### src/rtl/rsq_pkg.sv
package rsq_pkg;

  typedef enum logic {
    RSQ_IDLE  = 1'b0,
    RSQ_BLANK = 1'b1
  } rsq_state_e;

  // Interval length in system clocks for one granularity code.
  function automatic int unsigned rsq_interval_len(int unsigned unit_cyc,
                                                   int unsigned extra_cyc,
                                                   int unsigned code);
    return unit_cyc * (2 << code) + extra_cyc;
  endfunction

endpackage

### src/rtl/rsq_len_sel.sv
module rsq_len_sel #(
  parameter int unsigned UNIT_CYC  = 70,
  parameter int unsigned EXTRA_CYC = 2,
  parameter int unsigned GRAN_W    = 2,
  parameter int unsigned CNT_W     = 11
) (
  input  logic [GRAN_W-1:0] gran_i,
  input  logic              fast_reset_i,
  output logic [CNT_W-1:0]  load_o
);
  import rsq_pkg::*;

  localparam int unsigned NUM_GRAN = 1 << GRAN_W;

  logic [CNT_W-1:0]  len_tab [NUM_GRAN];
  logic [GRAN_W-1:0] eff_code;

  // One entry per granularity code, holding the length minus one.
  for (genvar g = 0; g < NUM_GRAN; g++) begin : g_tab
    assign len_tab[g] = CNT_W'(rsq_interval_len(UNIT_CYC, EXTRA_CYC, g) - 1);
  end

  always_comb begin
    eff_code = fast_reset_i ? '0 : gran_i;
    load_o   = len_tab[eff_code];
  end

endmodule

### src/rtl/rsq_timer.sv
module rsq_timer #(
  parameter int unsigned CNT_W = 11
) (
  input  logic             clk,
  input  logic             rst_n,
  input  logic             load_i,
  input  logic [CNT_W-1:0] load_val_i,
  input  logic             run_i,
  output logic             zero_o
);

  logic [CNT_W-1:0] cnt_q, cnt_d;
  logic             cnt_en;

  always_comb begin
    cnt_en = load_i | (run_i & (cnt_q != '0));
    cnt_d  = cnt_q;
    if (load_i) begin
      cnt_d = load_val_i;
    end else if (run_i && cnt_q != '0) begin
      cnt_d = cnt_q - 1'b1;
    end
  end

  always_ff @(posedge clk or negedge rst_n) begin
    if (!rst_n) begin
      cnt_q <= '0;
    end else if (cnt_en) begin
      cnt_q <= cnt_d;
    end
  end

  assign zero_o = (cnt_q == '0);

endmodule

### src/rtl/rsq_cal_sel.sv
module rsq_cal_sel (
  input  logic clk,
  input  logic rst_n,
  input  logic load_i,
  input  logic frame_first_i,
  input  logic frame_cal_i,
  input  logic line_cal_i,
  output logic mode_o
);

  logic mode_q, mode_d;

  always_comb begin
    mode_d = frame_first_i ? frame_cal_i : line_cal_i;
  end

  always_ff @(posedge clk or negedge rst_n) begin
    if (!rst_n) begin
      mode_q <= 1'b0;
    end else if (load_i) begin
      mode_q <= mode_d;
    end
  end

  assign mode_o = mode_q;

endmodule

### src/rtl/rsq_ctrl.sv
module rsq_ctrl (
  input  logic clk,
  input  logic rst_n,
  input  logic row_start_i,
  input  logic zero_i,
  output logic load_o,
  output logic active_o,
  output logic strobe_o,
  output logic done_o
);
  import rsq_pkg::*;

  rsq_state_e state_q, state_d;
  logic       first_q, first_d;
  logic       start;

  always_comb begin
    start   = (state_q == RSQ_IDLE) && row_start_i;
    state_d = state_q;
    unique case (state_q)
      RSQ_IDLE:  if (row_start_i) state_d = RSQ_BLANK;
      RSQ_BLANK: if (zero_i)      state_d = RSQ_IDLE;
      default:                    state_d = RSQ_IDLE;
    endcase
    first_d = start;
  end

  always_ff @(posedge clk or negedge rst_n) begin
    if (!rst_n) begin
      state_q <= RSQ_IDLE;
      first_q <= 1'b0;
    end else begin
      state_q <= state_d;
      first_q <= first_d;
    end
  end

  assign load_o   = start;
  assign active_o = (state_q == RSQ_BLANK);
  assign strobe_o = first_q;
  assign done_o   = (state_q == RSQ_BLANK) && zero_i;

endmodule

### src/rtl/row_blank_seq.sv
module row_blank_seq #(
  parameter int unsigned UNIT_CYC  = 70,
  parameter int unsigned EXTRA_CYC = 2,
  parameter int unsigned GRAN_W    = 2
) (
  input  logic              clk,
  input  logic              rst_n,
  input  logic              row_start_i,
  input  logic              frame_first_i,
  input  logic [GRAN_W-1:0] gran_i,
  input  logic              fast_reset_i,
  input  logic              frame_cal_i,
  input  logic              line_cal_i,
  output logic              blank_active_o,
  output logic              blank_done_o,
  output logic              cal_strobe_o,
  output logic              cal_mode_o
);

  localparam int unsigned NUM_GRAN = 1 << GRAN_W;
  localparam int unsigned MAX_LEN  = UNIT_CYC * (2 << (NUM_GRAN - 1)) + EXTRA_CYC;
  localparam int unsigned CNT_W    = $clog2(MAX_LEN + 1);

  logic             load;
  logic             zero;
  logic [CNT_W-1:0] load_val;

  rsq_ctrl u_ctrl (
    .clk         (clk),
    .rst_n       (rst_n),
    .row_start_i (row_start_i),
    .zero_i      (zero),
    .load_o      (load),
    .active_o    (blank_active_o),
    .strobe_o    (cal_strobe_o),
    .done_o      (blank_done_o)
  );

  rsq_len_sel #(
    .UNIT_CYC  (UNIT_CYC),
    .EXTRA_CYC (EXTRA_CYC),
    .GRAN_W    (GRAN_W),
    .CNT_W     (CNT_W)
  ) u_len (
    .gran_i       (gran_i),
    .fast_reset_i (fast_reset_i),
    .load_o       (load_val)
  );

  rsq_timer #(
    .CNT_W (CNT_W)
  ) u_timer (
    .clk        (clk),
    .rst_n      (rst_n),
    .load_i     (load),
    .load_val_i (load_val),
    .run_i      (blank_active_o),
    .zero_o     (zero)
  );

  rsq_cal_sel u_cal (
    .clk           (clk),
    .rst_n         (rst_n),
    .load_i        (load),
    .frame_first_i (frame_first_i),
    .frame_cal_i   (frame_cal_i),
    .line_cal_i    (line_cal_i),
    .mode_o        (cal_mode_o)
  );

endmodule

### config.mk
export PLATFORM = sky130hd
export DESIGN_NAME = row_blank_seq
export DESIGN_NICKNAME = d
export VERILOG_FILES = /design/src/rtl/rsq_pkg.sv /design/src/rtl/rsq_len_sel.sv /design/src/rtl/rsq_timer.sv /design/src/rtl/rsq_cal_sel.sv /design/src/rtl/rsq_ctrl.sv /design/src/rtl/row_blank_seq.sv
export SDC_FILE = /design/constraint.sdc
export NUM_CORES = 1
export LEC_CHECK = 0
export BUFFER_PORTS_ARGS = -buffer_cell sky130_fd_sc_hd__buf_2
export CELL_PAD_IN_SITES_DETAIL_PLACEMENT = 1
export CELL_PAD_IN_SITES_GLOBAL_PLACEMENT = 2
export CORE_MARGIN = 1.5
export CORE_UTILIZATION = 37
export DETAILED_ROUTE_END_ITERATION = 10
export PLACE_DENSITY = 0.89
export SLEW_MARGIN = 5
export SYNTH_ARGS = -nofsm -noshare
export SYNTH_HDL_FRONTEND = slang
export SYNTH_SLANG_ARGS = --single-unit
### constraint.sdc
create_clock -name clk -period 3.6 [get_ports clk]
set_clock_uncertainty 0.15 [all_clocks]
set_input_delay 0.18 -clock clk [delete_from_list [all_inputs] [get_ports clk]]
set_output_delay 0.18 -clock clk [all_outputs]
set_load 0.01 [all_outputs]
==> results.md, run 1 <==
- The worst slew slack as a fraction of its limit is 51.0%.
- Counting flops with a built-in enable in the synthesized netlist gives 0.
- Setup repair after global routing left no endpoint under its margin.
- The slowest stage cell on the critical path is sky130_fd_sc_hd__nor4_1.
- The worst setup path is launched from a flop.
- In this run the clock root is driven by a sky130_fd_sc_hd__clkbuf_4.
- The worst IR drop on VDD is between 0.2 and 0.25 mV.
- The number of storage elements in the synthesis netlist is 14.
- The starting density of the core is 38.9%.
- The initialized floorplan defines 17 standard-cell rows.
- Once placement finished, the instance area stood at ~930 um2.
- The highest fanout seen on the critical path is 5.
- For the pin with the worst max-slew slack, the measured transition is about 0.73 ns.
- The total congestion overflow is 0.
- The most used flip-flop cell after synthesis is sky130_fd_sc_hd__dfrtp_1.
- The number of input and output port buffers inserted is 12.
- The filler cells instantiated in the layout total 271.
- The number of nets with antenna violations after detailed routing is 0.
- The worst hold path class is in -> reg.
- Leaving out filler cells and counting taps, the final layout contains approximately 130.
- The clock sink count is 14.
- The placeable core region is roughly 2200 um2.
- Once layout is done, the placed cells without fillers occupy between 900 and 1000 um2.
- The clock passes through at most 2 buffers.
- The post-synthesis cell type count is 34.
- The detailed placement HPWL is around 1500 um.
- At the end of routability-driven placement, the weighted congestion stood at about 0.8.
- After routing, the total negative slack on setup checks comes to 0 ns.
- The total global-route track usage is 17.8%.
- In this run, post-CTS repair resized a total of 0 instances.
- The average instance in the mapped netlist occupies roughly 9.9 um2.
- The count of synthesis-stage warnings from yosys is 0.
- The chip width is slightly above 50 um.
- The post-route minimum period is ~2.3 ns.
- The sequential element share of the synthesized area is about two fifths.
- The repair_antennas step left the layout with diodes totalling 0.
- In this run, CTS created clock tree buffers numbering 3.
- The number of hold violations in the final report is 0.
- The post-detailed-route wirelength per cell is 14.6 um.
- The proportion of synthesized flip-flops having asynchronous set or reset is 100%.
- CTS built an H-tree with a depth of 1.
- Max-cap violations in this run came to 0.
- The fraction of the core area covered by cells at the end of the flow is 44.2%.
- Cells with a size suffix above 1 make up between 20 and 25% of the layout.
- When the netlist entered floorplanning its net count stood at roughly 100.
- The leakage power total is approximately 0.43 nW.
- The data required time at the worst endpoint is between 3 and 4 ns.
- The first global-routing pass estimated around 3300 um of wire.
- For the worst setup path, the data arrival time is between 1.5 and 2 ns.
- The die height is 51.2 um.
- The first detailed-routing pass took 3 iterations.
- Compared with the post-synthesis result, the final layout area differs by 13.7%.
- The via count of the first global-routing pass is 700.
- The instance count of the mapped netlist is 87.
- The net count of the finished layout is ~120.
- The cell area that synthesis handed to floorplanning was roughly 860 um2.
- The initial antenna violation count is 0.
- In this design, the stage delay of the slowest critical-path cell is roughly 0.67 ns.
- The final total power is ~0.38 mW.
- The worst setup path is of the reg -> out kind.
- The flow ran to the end, and the final reports show no timing, DRC or antenna violations.
- The critical path goes through nor4_1, and2_1, and3_1, buf_2.
- The count of unresolved DRC violations after routing is 0.
- The total die area is 2630 um2.
- Detailed routing inserted a total of just under 700 vias.
- Entering global routing, the biggest net connects 15 pins.
- The starting DRC count in detailed routing is 3.
- For this block, the routed nets add up to approximately 1900 um of wire.
- The number of placed I/O pins is 13.
- The count of final max-slew check failures is 0.
- The number of setup violations in the final report is 0.
- After clock tree synthesis, the clock-pin slew on the worst setup and hold paths is 0.09 ns.
- The number of instances in the placed design is 124.
- The worst setup path is captured at an output pin.
- Timing would allow up to 439 MHz.
- At the later pin of the worst-skew pair, clock insertion delay measures approximately 0.28 ns.
- The power per cell area is between 300 and 400 nW/um2.
- The portion of the clock cycle consumed by the worst path in the final layout is approximately 63%.
- The per-cell via count in the routed design is between 5 and 6.
- TritonCTS built the clock tree.
- The largest delay contributor family on the critical path is simple AND/OR/NAND/NOR gates.
- The number of buffers and inverters on the critical path is 1.
[sequential cells by signal, summed over array words and instances, names as in the netlist]
register         flops
u_ctrl.active_o      1
u_ctrl.strobe_o      1
u_timer.cnt_q       11
u_cal.mode_o         1
[metrics by stage]
| step | worst slack [ns] | hold slack (ns) |
|---|---|---|
| floorplan | 1.65 | -0.266 |
| global placement | 1.56 | -0.0540 |
| detailed placement | 1.54 | -0.0472 |
| CTS | 1.31 | 0.0450 |
| global route | 1.24 | 0.109 |
| finish | 1.32 | 0.0554 |
[area by class of cell]
class                      count  area, um2  area share, %
multi-input combinational     65        468           47.8
sequential                    14        350           35.8
timing repair buffer          13       70.1           7.16
clock buffer                   4       36.3           3.71
tap                           28       35.0           3.58
inverter                       5       18.8           1.92
[layer usage]
layer | vias up | global-route usage, % | share of wire [%]
met2 | 4 | 29.0 | 49
met4 | 0 | 10.5 | 2.4
li1 | 344 | - | -
met1 | 331 | 21.6 | 47
met3 | 4 | 3.51 | 1.5
met5 | - | 0 | 0
[tightest hold or removal path, delay by kind of cell]
kind / cells / cell delay [ns]
buffers and inverters: 1 / 0.08
multiplexers: 1 / 0.05
AO/OA/AOI/OAI: 1 / 0.15
[repair_timing]
action	CTS	global route
hold buffers	1	0
endpoints found under the hold margin	14	0
buffers inserted	0	0
[placed cells by master (no fill, tap or decap), types with 2 or more instances in the layout]
cell type	netlist	final
sky130_fd_sc_hd__dfrtp_1	14	14
sky130_fd_sc_hd__buf_2	1	12
sky130_fd_sc_hd__nand2_1	11	11
sky130_fd_sc_hd__inv_1	5	5
sky130_fd_sc_hd__nor2_1	5	5
sky130_fd_sc_hd__o21ai_0	5	5
sky130_fd_sc_hd__o211ai_1	5	5
sky130_fd_sc_hd__ha_1	5	5
sky130_fd_sc_hd__mux2i_1	4	4
sky130_fd_sc_hd__clkbuf_4	0	3
sky130_fd_sc_hd__nor2b_1	2	2
sky130_fd_sc_hd__or2b_2	2	2
sky130_fd_sc_hd__nor4_1	2	2
sky130_fd_sc_hd__nand3_1	2	2
sky130_fd_sc_hd__a21oi_1	2	2
sky130_fd_sc_hd__or4_1	2	2
sky130_fd_sc_hd__xor2_1	2	2
[kinds of logic (layout without fill, tap and decap cells)]
| group | count (synthesis) | in the layout | share of synthesized area [%] |
|---|---|---|---|
| AO/OA/AOI/OAI | 17 | 17 | 13.5 |
| XOR/XNOR | 3 | 3 | 3.05 |
| adder cells (fa/ha/maj) | 5 | 5 | 7.27 |
| buffers and inverters | 8 | 22 | 4.94 |
| flip-flops | 14 | 14 | 40.7 |
| multiplexers | 5 | 5 | 5.96 |
| AND/OR/NAND/NOR | 35 | 35 | 24.6 |
[power breakdown]
part / internal (mW) / switching (mW) / leakage, nW / total [mW]
clock network: 0.0616 / 0.0529 / 0.0210 / 0.114
registers: 0.180 / 0.0333 / 0.157 / 0.213
logic: 0.0295 / 0.0246 / 0.253 / 0.0541
[synth_stat cells, types with 2 or more instances]
| master | n | area share, % |
|---|---|---|
| sky130_fd_sc_hd__dfrtp_1 | 14 | 41 |
| sky130_fd_sc_hd__nand2_1 | 11 | 4.8 |
| sky130_fd_sc_hd__ha_1 | 5 | 7.3 |
| sky130_fd_sc_hd__inv_1 | 5 | 2.2 |
| sky130_fd_sc_hd__nor2_1 | 5 | 2.2 |
| sky130_fd_sc_hd__o211ai_1 | 5 | 4.4 |
| sky130_fd_sc_hd__o21ai_0 | 5 | 2.9 |
| sky130_fd_sc_hd__mux2i_1 | 4 | 4.7 |
| sky130_fd_sc_hd__a21oi_1 | 2 | 1.2 |
| sky130_fd_sc_hd__nand3_1 | 2 | 1.2 |
| sky130_fd_sc_hd__nor2b_1 | 2 | 1.5 |
| sky130_fd_sc_hd__nor4_1 | 2 | 1.5 |
| sky130_fd_sc_hd__or2b_2 | 2 | 2.0 |
| sky130_fd_sc_hd__or4_1 | 2 | 1.7 |
| sky130_fd_sc_hd__xor2_1 | 2 | 2.0 |
[final timing paths]
| kind | start | to | slack (ns) | cells past startpoint |
|---|---|---|---|---|
| max | u_timer.cnt_q[6] | blank_done_o | 1.32 | 4 |
| min | line_cal_i | u_cal.mode_o | 0.06 | 3 |
| max reg2reg | u_timer.cnt_q[0] | u_timer.cnt_q[5] | 1.53 | 6 |
| min reg2reg | u_cal.mode_o | u_cal.mode_o | 0.34 | 2 |
| max in group asynchronous | rst_n | u_timer.cnt_q[10] | 2.90 | 2 |
| min in group asynchronous | rst_n | u_timer.cnt_q[6] | 0.16 | 2 |
No activity file was read; power rests on OpenSTA's default activity.
==> run 2, diff against run 1 <==
CORE_UTILIZATION = 34   (was 37)
PLACE_DENSITY = 0.83   (was 0.89)
clock period = 2.27 ns   (was 3.6 ns; I/O delays follow)
==> results.md, run 2 (same netlist as run 1, synthesis figures left out) <==
- The detailed placement HPWL is 1480 um (+0.63%).
- The wire length after detailed routing is 2000 um (+6.1%).
- The critical path goes through inv_1, ha_1, or4b_1, o211ai_1, mux2_2, a21oi_1.
- The endpoint identified for the worst register-to-register timing path is u_timer.cnt_q[5].
- By startpoint and endpoint, the worst setup path is classified as reg -> reg.
- The level count of the clock H-tree is 1 (unchanged).
- Relative to the synthesized area, the layout overhead comes to 18.7%.
- The type of element capturing the critical path is a flop.
- The flow ran to the end, and the final reports show no timing, DRC or antenna violations.
- The total die area was 2840 um2 (+8.3%).
- The clock edge transition at the registers on the reported setup and hold paths is 0.09 ns (about the same).
- The post-route minimum period is ~2.1 ns.
- Setup repair after global routing left no endpoint under its margin.
- The slew at the pin closest to its max-slew limit is 0.340 ns (-0.389 ns).
- The number of setup violations in the final report is 0 (unchanged).
- The count of unresolved DRC violations after routing is 0 (unchanged).
- The initial antenna violation count is 0 (unchanged).
- The wire length of the first global-routing pass is 3430 um (+3.5%).
- The post-detailed-route wirelength per cell was 14.8 um (+1.4%).
- The count of final max-slew check failures is 0 (unchanged).
- In the layout the commonest cells are sky130_fd_sc_hd__dfrtp_1, sky130_fd_sc_hd__buf_2, sky130_fd_sc_hd__nand2_1.
- The library cell used most frequently in the layout, excluding fill and tap cells, is sky130_fd_sc_hd__dfrtp_1.
- The placeable core region is 2430 um2 (+10%).
- The via count of the first global-routing pass is 682 (-2.6%).
- The clock tree buffer depth came to 2 (unchanged).
- More flip-flops sit in one register than any other, and that register is u_timer.cnt_q.
- STA classifies the critical path startpoint as a flop.
- The flip-flop count of the largest register after layout is 11 (unchanged).
- The highest fanout seen on the critical path is 4 (-1).
- The count of fill cells added during filler insertion is 280 (+3.3%).
- The routability-driven placement congestion ratio is 0.782 (-1.1%).
- The leakage power total is 0.449 nW (+4.2%).
- The top achievable clock speed is 474 MHz.
- For hold timing, the worst endpoint is u_timer.cnt_q[5].
- The worst IR drop on VDD is 0.343 mV (+46%).
- The delay contributed by the slowest stage of the critical path is 0.51 ns (-0.16 ns).
- The post-route setup TNS was 0 ns (unchanged).
- The total congestion overflow is 0 (unchanged).
- The fraction of power spent switching nets is 29.4% (+0.40 points).
- The largest delay contributor family on the critical path is simple AND/OR/NAND/NOR gates.
- The final non-filler cell area is 1020 um2 (+4.5%).
- The number of hold violations in the final report came to 0 (unchanged).
- The die height is 53.3 um (+4.1%).
- The number of max-cap violations was 0 (unchanged).
- The power per cell area is 602 nW/um2 (+54%).
- The instance area after placement came to 950 um2 (+1.9%).
- The TritonCTS clock tree is yes.
- The starting density of the core is 35.4% (-3.5 points).
- The maximum number of pins on one net before global-route repair is 15 (unchanged).
- The number of nets with antenna violations after detailed routing is 0 (unchanged).
- The total global-route track usage is 17.4% (-0.38 points).
- The worst slew slack as a fraction of its limit is 77.2% (+26 points).
- The data required time at the worst endpoint is 2.34 ns (-0.93 ns).
- The worst path arrival time is 2.18 ns (+0.23 ns).
- The number of nets in the finished design is 120 (+3.4%).
- The clock network power share is 29.9% (about the same).
- The combinational power share is 14.9% (+0.7 points).
- The number of placed I/O pins is 13 (unchanged).
- The minimum setup slack among reg-to-reg paths came to 0.16 ns (-1.37 ns).
- The clock sink count came to 14 (unchanged).
- The fraction of the core area covered by cells at the end of the flow is 42.0% (-2.2 points).
- The number of placement rows was 18 (+1).
- The slowest stage of the critical path belongs to the cell sky130_fd_sc_hd__or4b_1.
- The worst-case reg-to-reg path depth came to 6 (unchanged).
- The startpoint of the worst register-to-register path is u_timer.cnt_q[0].
- The sequential share of power is 55.2% (-0.7 points).
- The number of optimization iterations in the first detailed-route pass is 3 (unchanged).
- The reported net switching power was 0.181 mW (+63%).
- The worst min-delay path startpoint is fast_reset_i.
- The CTS buffer count is 3 (unchanged).
- The instance count along the most critical hold path is 4 (+1).
- In this run the worst hold path is classified as in -> reg.
- After layout, the worst path uses slightly above 90% of the clock period.
- The fraction of final layout cells sized beyond drive strength 1 is 23.8% (+2.0 points).
- The starting DRC count in detailed routing is 4 (+1).
- The per-cell via count in the routed design is 5.20 (-1.8%).
- The total number of vias came to 702 (+2.8%).
- The clock root buffer master is sky130_fd_sc_hd__clkbuf_4.
- The sum of buffers and inverters on the critical path is 1 (unchanged).
- The internal power of the cells came to 0.435 mW (+60%).
- The chip width is 53.3 um (+4.1%).
- The clock insertion delay at the later pin of the skew report is 0.29 ns (about the same).
- The number of input and output port buffers inserted is 12 (unchanged).
- The count of buffers added by post-CTS timing repair for setup is 0 (unchanged).
- The number of antenna diodes is 0 (unchanged).
## run 2: changes by cell type in the layout (fill, tap and decap cells not counted)
cell	delta
sky130_fd_sc_hd__buf_4	+2
sky130_fd_sc_hd__nor4b_2	+1
sky130_fd_sc_hd__nor4b_1	-1
sky130_fd_sc_hd__dlygate4sd3_1	+2
## run 2: metrics by stage
step           setup WS (ns)  instances  hold slack [ns]  power [mW]
2_1_floorplan          0.321         87           -0.332       0.388
3_3_place_gp           0.229        128           -0.119       0.427
3_5_place_dp           0.178        128           -0.116       0.433
4_1_cts               0.0689        135           0.0320       0.625
5_1_grt              0.00845        135           0.0587       0.656
6_report               0.162        135           0.0292       0.616
## run 2: routing by layer
metal  global-route usage, %  wire length (um)
met5                       0                 0
met4                    5.13                21
met3                    5.08                48
met2                    28.0               987
met1                    22.2               947
## run 2: cell type report
cell class	instances	area, um2	area share, %
Tap cell	30	37.5	3.67
Multi-Input combinational cell	65	474	46.4
Timing Repair Buffer	17	105	10.3
Inverter	5	18.8	1.84
Clock buffer	4	36.3	3.55
Sequential cell	14	350	34.3
## run 2: how the worst max path moves through the flow
stage	cells after the start	start	end	slack [ns]
finish	6	u_timer.cnt_q[0]	u_timer.cnt_q[5]	0.16
global route	6	u_timer.cnt_q[0]	u_timer.cnt_q[5]	0.008
CTS	6	u_timer.cnt_q[0]	blank_done_o	0.07
detailed placement	6	u_timer.cnt_q[0]	u_timer.cnt_q[8]	0.18
global placement	6	u_timer.cnt_q[0]	u_timer.cnt_q[5]	0.23
floorplan	6	u_timer.cnt_q[0]	u_timer.cnt_q[5]	0.32
## run 2: worst register-to-register path, cell delays in order (launching register included)
cell,delay [ns]
sky130_fd_sc_hd__dfrtp_1,0.43
sky130_fd_sc_hd__inv_1,0.08
sky130_fd_sc_hd__ha_1,0.20
sky130_fd_sc_hd__or4b_1,0.51
sky130_fd_sc_hd__o211ai_1,0.21
sky130_fd_sc_hd__mux2_2,0.35
sky130_fd_sc_hd__a21oi_1,0.11
## run 2: power by group through the flow
| stage | combinational [mW] | sequential [mW] | clock [mW] |
|---|---|---|---|
| CTS | 0.0933 | 0.341 | 0.191 |
| detailed placement | 0.0874 | 0.345 | 0 |
| floorplan | 0.0610 | 0.327 | 0 |
| finish | 0.0918 | 0.340 | 0.184 |
| global placement | 0.0845 | 0.343 | 0 |
| global route | 0.104 | 0.350 | 0.202 |
## run 2: timing repair
action                                  CTS  global route
endpoints found under the setup margin    0             1
resized for setup                         0             1
hold endpoints to repair                 15             0
hold buffers                              3             0
==> run 3, diff against run 2 <==
ABC_AREA = 1   (was default)
CORE_UTILIZATION = 31   (was 34)
PLACE_DENSITY = 0.84   (was 0.83)
SYNTH_HIERARCHICAL = 1   (was default)
==> results.md, run 3 <==
- The clock insertion delay at the later pin of the skew report is 0.28 ns (about the same).
- The combinational power share is 6.6% (-8.3 points).
- The number of hold violations in the final report is 0 (unchanged).
- The number of instances resized during post-cts repair came to 0 (unchanged).
- The wire length after detailed routing is 2750 um (+37%).
- The number of nets with antenna violations after detailed routing was 0 (unchanged).
- Traced cell by cell, the critical path runs through inv_1, ha_1, nand3_1, nor2_1, nand3_1, inv_1, nand2_1, inv_1, buf_2.
- The reported net switching power is 0.0997 mW (-45%).
- The path class of the tightest hold or removal check is in -> async.
- The power per cell area was 370 nW/um2 (-39%).
- The sequential share of power came to 54.2% (-1.0 points).
- The chip width is 62.3 um (+17%).
- The fraction of synthesized cell area taken by the top area cell type is 32.2% (-8.5 points).
- The wire length the detailed router placed on met1 was 1260 um (+33%).
- The leakage power total is 0.654 nW (+46%).
- The met2 wire length came to 1430 um (+45%).
- The count of synthesis-stage warnings from yosys is 6 (+6).
- The number of max-cap violations is 0 (unchanged).
- The sum of buffers and inverters on the critical path is 4 (+3).
- The total congestion overflow is 0 (unchanged).
- The post-route setup TNS is 0 ns (unchanged).
- The worst path arrival time came to 1.83 ns (-0.35 ns).
- The fraction of the core area covered by cells at the end of the flow was 36.9% (-5.1 points).
- The number of placement rows is 21 (+3).
- The clock tree buffer depth was 2 (unchanged).
- The post-route minimum period came to 2.09 ns (-0.0150 ns).
- The sum of met3 wire segment lengths after detailed routing is 47 um (-2.1%).
- The total die area came to 3880 um2 (+36%).
- By instance count, the leading cell after synthesis is sky130_fd_sc_hd__nand2_1.
- The internal power of the cells was 0.360 mW (-17%).
- The sequential element share of the synthesized area is 32.2% (-8.5 points).
- The number of input and output port buffers inserted came to 12 (unchanged).
- The area added between synthesis and finish is 14.0%.
- The type of the setup path with the least slack is reg -> out.
- The via count of the first global-routing pass is 1,060 (+55%).
- The total number of vias was 1,014 (+44%).
- The fraction of final layout cells sized beyond drive strength 1 is 23.1% (-0.69 points).
- The fraction of power spent switching nets came to 21.7% (-7.7 points).
- The post-synthesis cell type count came to 26 (-24%).
- The slowest stage cell on the critical path is sky130_fd_sc_hd__dfrtp_1.
- The worst register-to-register path begins at u_timer/cnt_q[0].
- The die height was 62.3 um (+17%).
- In this run the worst setup path begins at u_timer/cnt_q[0].
- The most common cell after layout, fill and taps aside is sky130_fd_sc_hd__nand2_1.
- The clock edge transition at the registers on the reported setup and hold paths is 0.09 ns (about the same).
- After synthesis, the cell types taking the most area are sky130_fd_sc_hd__dfrtp_1, sky130_fd_sc_hd__nand2_1, sky130_fd_sc_hd__inv_1, sky130_fd_sc_hd__nand3_1, sky130_fd_sc_hd__o21ai_0.
- The number of storage elements in the synthesis netlist is 14 (unchanged).
- The flow ran to the end, and the final reports show no timing, DRC or antenna violations.
- The minimum setup slack among reg-to-reg paths was 0.37 ns (+0.21 ns).
- The hold-fix buffer count after cts was 5 (+2).
- The per-cell via count in the routed design was 4.63 (-11%).
- The netlist area before placement came to 1090 um2 (+26%).
- The wire length of the first global-routing pass is 4800 um (+40%).
- The top achievable clock speed is 478 MHz (+0.72%).
- The data required time at the worst endpoint came to 2.01 ns (-0.33 ns).
- The CTS buffer count is 3 (unchanged).
- Ranked by flip-flop count, first place goes to u_timer/cnt_q.
- The number of antenna diodes is 0 (unchanged).
- In this design, the largest share of critical-path delay is due to simple AND/OR/NAND/NOR gates.
- The worst IR drop on VDD is 0.173 mV (-49%).
- The clock root buffer master is sky130_fd_sc_hd__clkbuf_4.
- The detailed placement HPWL is 2110 um (+43%).
- The initial antenna violation count is 0 (unchanged).
- The routability-driven placement congestion ratio is 0.811 (+3.7%).
- The highest fanout seen on the critical path is 4 (unchanged).
- The placeable core region is 3360 um2 (+38%).
- In the layout the commonest cells are sky130_fd_sc_hd__nand2_1, sky130_fd_sc_hd__inv_1, sky130_fd_sc_hd__nand3_1, sky130_fd_sc_hd__dfrtp_1, sky130_fd_sc_hd__buf_2.
- The starting DRC count in detailed routing is 49 (+45).
- The number of setup violations in the final report is 0 (unchanged).
- The number of optimization iterations in the first detailed-route pass is 4 (+1).
- The count of final max-slew check failures was 0 (unchanged).
- The number of nets in the finished design is 185 (+54%).
- STA classifies the critical path startpoint as a flop.
- The number of instances in the placed design was 210 (+64%).
- Sorting the synthesized cells by how often they occur yields sky130_fd_sc_hd__nand2_1, sky130_fd_sc_hd__inv_1, sky130_fd_sc_hd__dfrtp_1, sky130_fd_sc_hd__nand3_1, sky130_fd_sc_hd__nor2_1.
- The slew at the pin closest to its max-slew limit is 0.637 ns (+0.297 ns).
- The mean post-synth cell area was 6.85 um2 (-31%).
- The post-detailed-route wirelength per cell is 12.6 um (-15%).
- The worst reg2reg path endpoint is u_timer/cnt_q[6].
- The delay contributed by the slowest stage of the critical path came to 0.38 ns (-0.13 ns).
- The clock network power share came to 39.2% (+9.3 points).
- The net count after synthesis is 170 (+68%).
- The starting density of the core is 32.4% (-3.0 points).
- The portion of the clock cycle consumed by the worst path in the final layout is 92.2% (-0.66 points).
- The worst-case reg-to-reg path depth came to 9 (+3).
- The most numerous cell type found on the critical path is sky130_fd_sc_hd__inv_1.
- The TritonCTS clock tree is yes.
- The count of unresolved DRC violations after routing is 0 (unchanged).
- The count of buffers added by post-CTS timing repair for setup is 0 (unchanged).
- The highest layer touched by signal routing is met4.
- sky130_fd_sc_hd__dfrtp_1 takes more of the synthesized area than any other cell.
- The total global-route track usage was 15.9% (-1.5 points).
- The worst setup path is captured at an output pin.
- The level count of the clock H-tree was 1 (unchanged).
- The number of cells in the finished layout apart from fillers is 219 (+62%).
- The clock sink count is 14 (unchanged).
- The maximum number of pins on one net before global-route repair was 22 (+7).
- The number of flops mapped to enable cells by yosys is 0 (unchanged).
- The flip-flop count of the largest register after layout is 11 (unchanged).
- Setup repair after global routing left no endpoint under its margin.
- The instance count of the mapped netlist is 159 (+83%).
- In the synthesized netlist the dominant register cell turns out to be sky130_fd_sc_hd__dfrtp_1.
- The number of placed I/O pins came to 13 (unchanged).
- The proportion of synthesized flip-flops having asynchronous set or reset is 100% (unchanged).
- The worst slew slack as a fraction of its limit is 57.5% (-20 points).
## run 3: cell count changes in the layout (fill, tap and decap cells not counted), sizes merged, moves of 4 or more
cell and change:
mux2i -4, inv +20, o211ai -5, nand3 +16, nor2 +9, o21ai +7
nand2 +39
## run 3: kinds of logic (layout without fill, tap and decap cells)
logic type | Yosys count | after routing | share of synthesized area, %
fa+ha+maj | 2 | 2 | 2.30
other cells | 2 | 2 | 0.690
flops | 14 | 14 | 32.2
simple gates | 91 | 91 | 41.2
buf+inv | 33 | 47 | 14.0
compound gates | 17 | 17 | 9.66
## run 3: how the worst max path moves through the flow
stage / end / slack (ns) / cells after the start
after floorplan: u_timer/cnt_q[8] / 0.56 / 9
after global placement: u_timer/cnt_q[6] / 0.42 / 9
after detailed placement: u_timer/cnt_q[6] / 0.37 / 9
after CTS: blank_done_o / 0.13 / 9
after global routing: blank_done_o / 0.009 / 9
final: blank_done_o / 0.18 / 9
## run 3: layout make-up
class                   instances  area [um2]
repair buffers                 18         118
multi-input cells             112         586
well taps                      46        57.6
fillers                       456        2120
clock buffers                   4        36.3
inverters                      25        93.8
flip-flops and latches         14         350
## run 3: stage by stage
stage	power, mW	hold slack [ns]	area, um2	worst slack [ns]
finish	0.460	0.114	1240	0.176
global route	0.490	0.134	1240	0.00856
CTS	0.476	0.0989	1240	0.132
detailed placement	0.280	-0.109	1150	0.366
global placement	0.278	-0.113	1150	0.422
floorplan	0.268	-0.332	1090	0.560
## run 3: power groups by stage
stage / clock [mW] / combinational (mW) / sequential (mW)
global placement: 0 / 0.0237 / 0.254
CTS: 0.196 / 0.0310 / 0.249
detailed placement: 0 / 0.0257 / 0.254
floorplan: 0 / 0.0137 / 0.254
finish: 0.180 / 0.0304 / 0.249
global route: 0.205 / 0.0353 / 0.249
## run 3: routing by layer
layer,up-vias,global-route usage [%]
met4,0,5.00
li1,517,-
met3,2,3.80
met2,6,28.5
met1,489,18.6
met5,-,0
## run 3: worst reg2reg max path: cells and delay by family (launching register included)
kind	cells	cell delay, ns
flops	1	0.38
buf+inv	2	0.22
compound gates	1	0.08
simple gates	5	0.70
fa+ha+maj	1	0.26
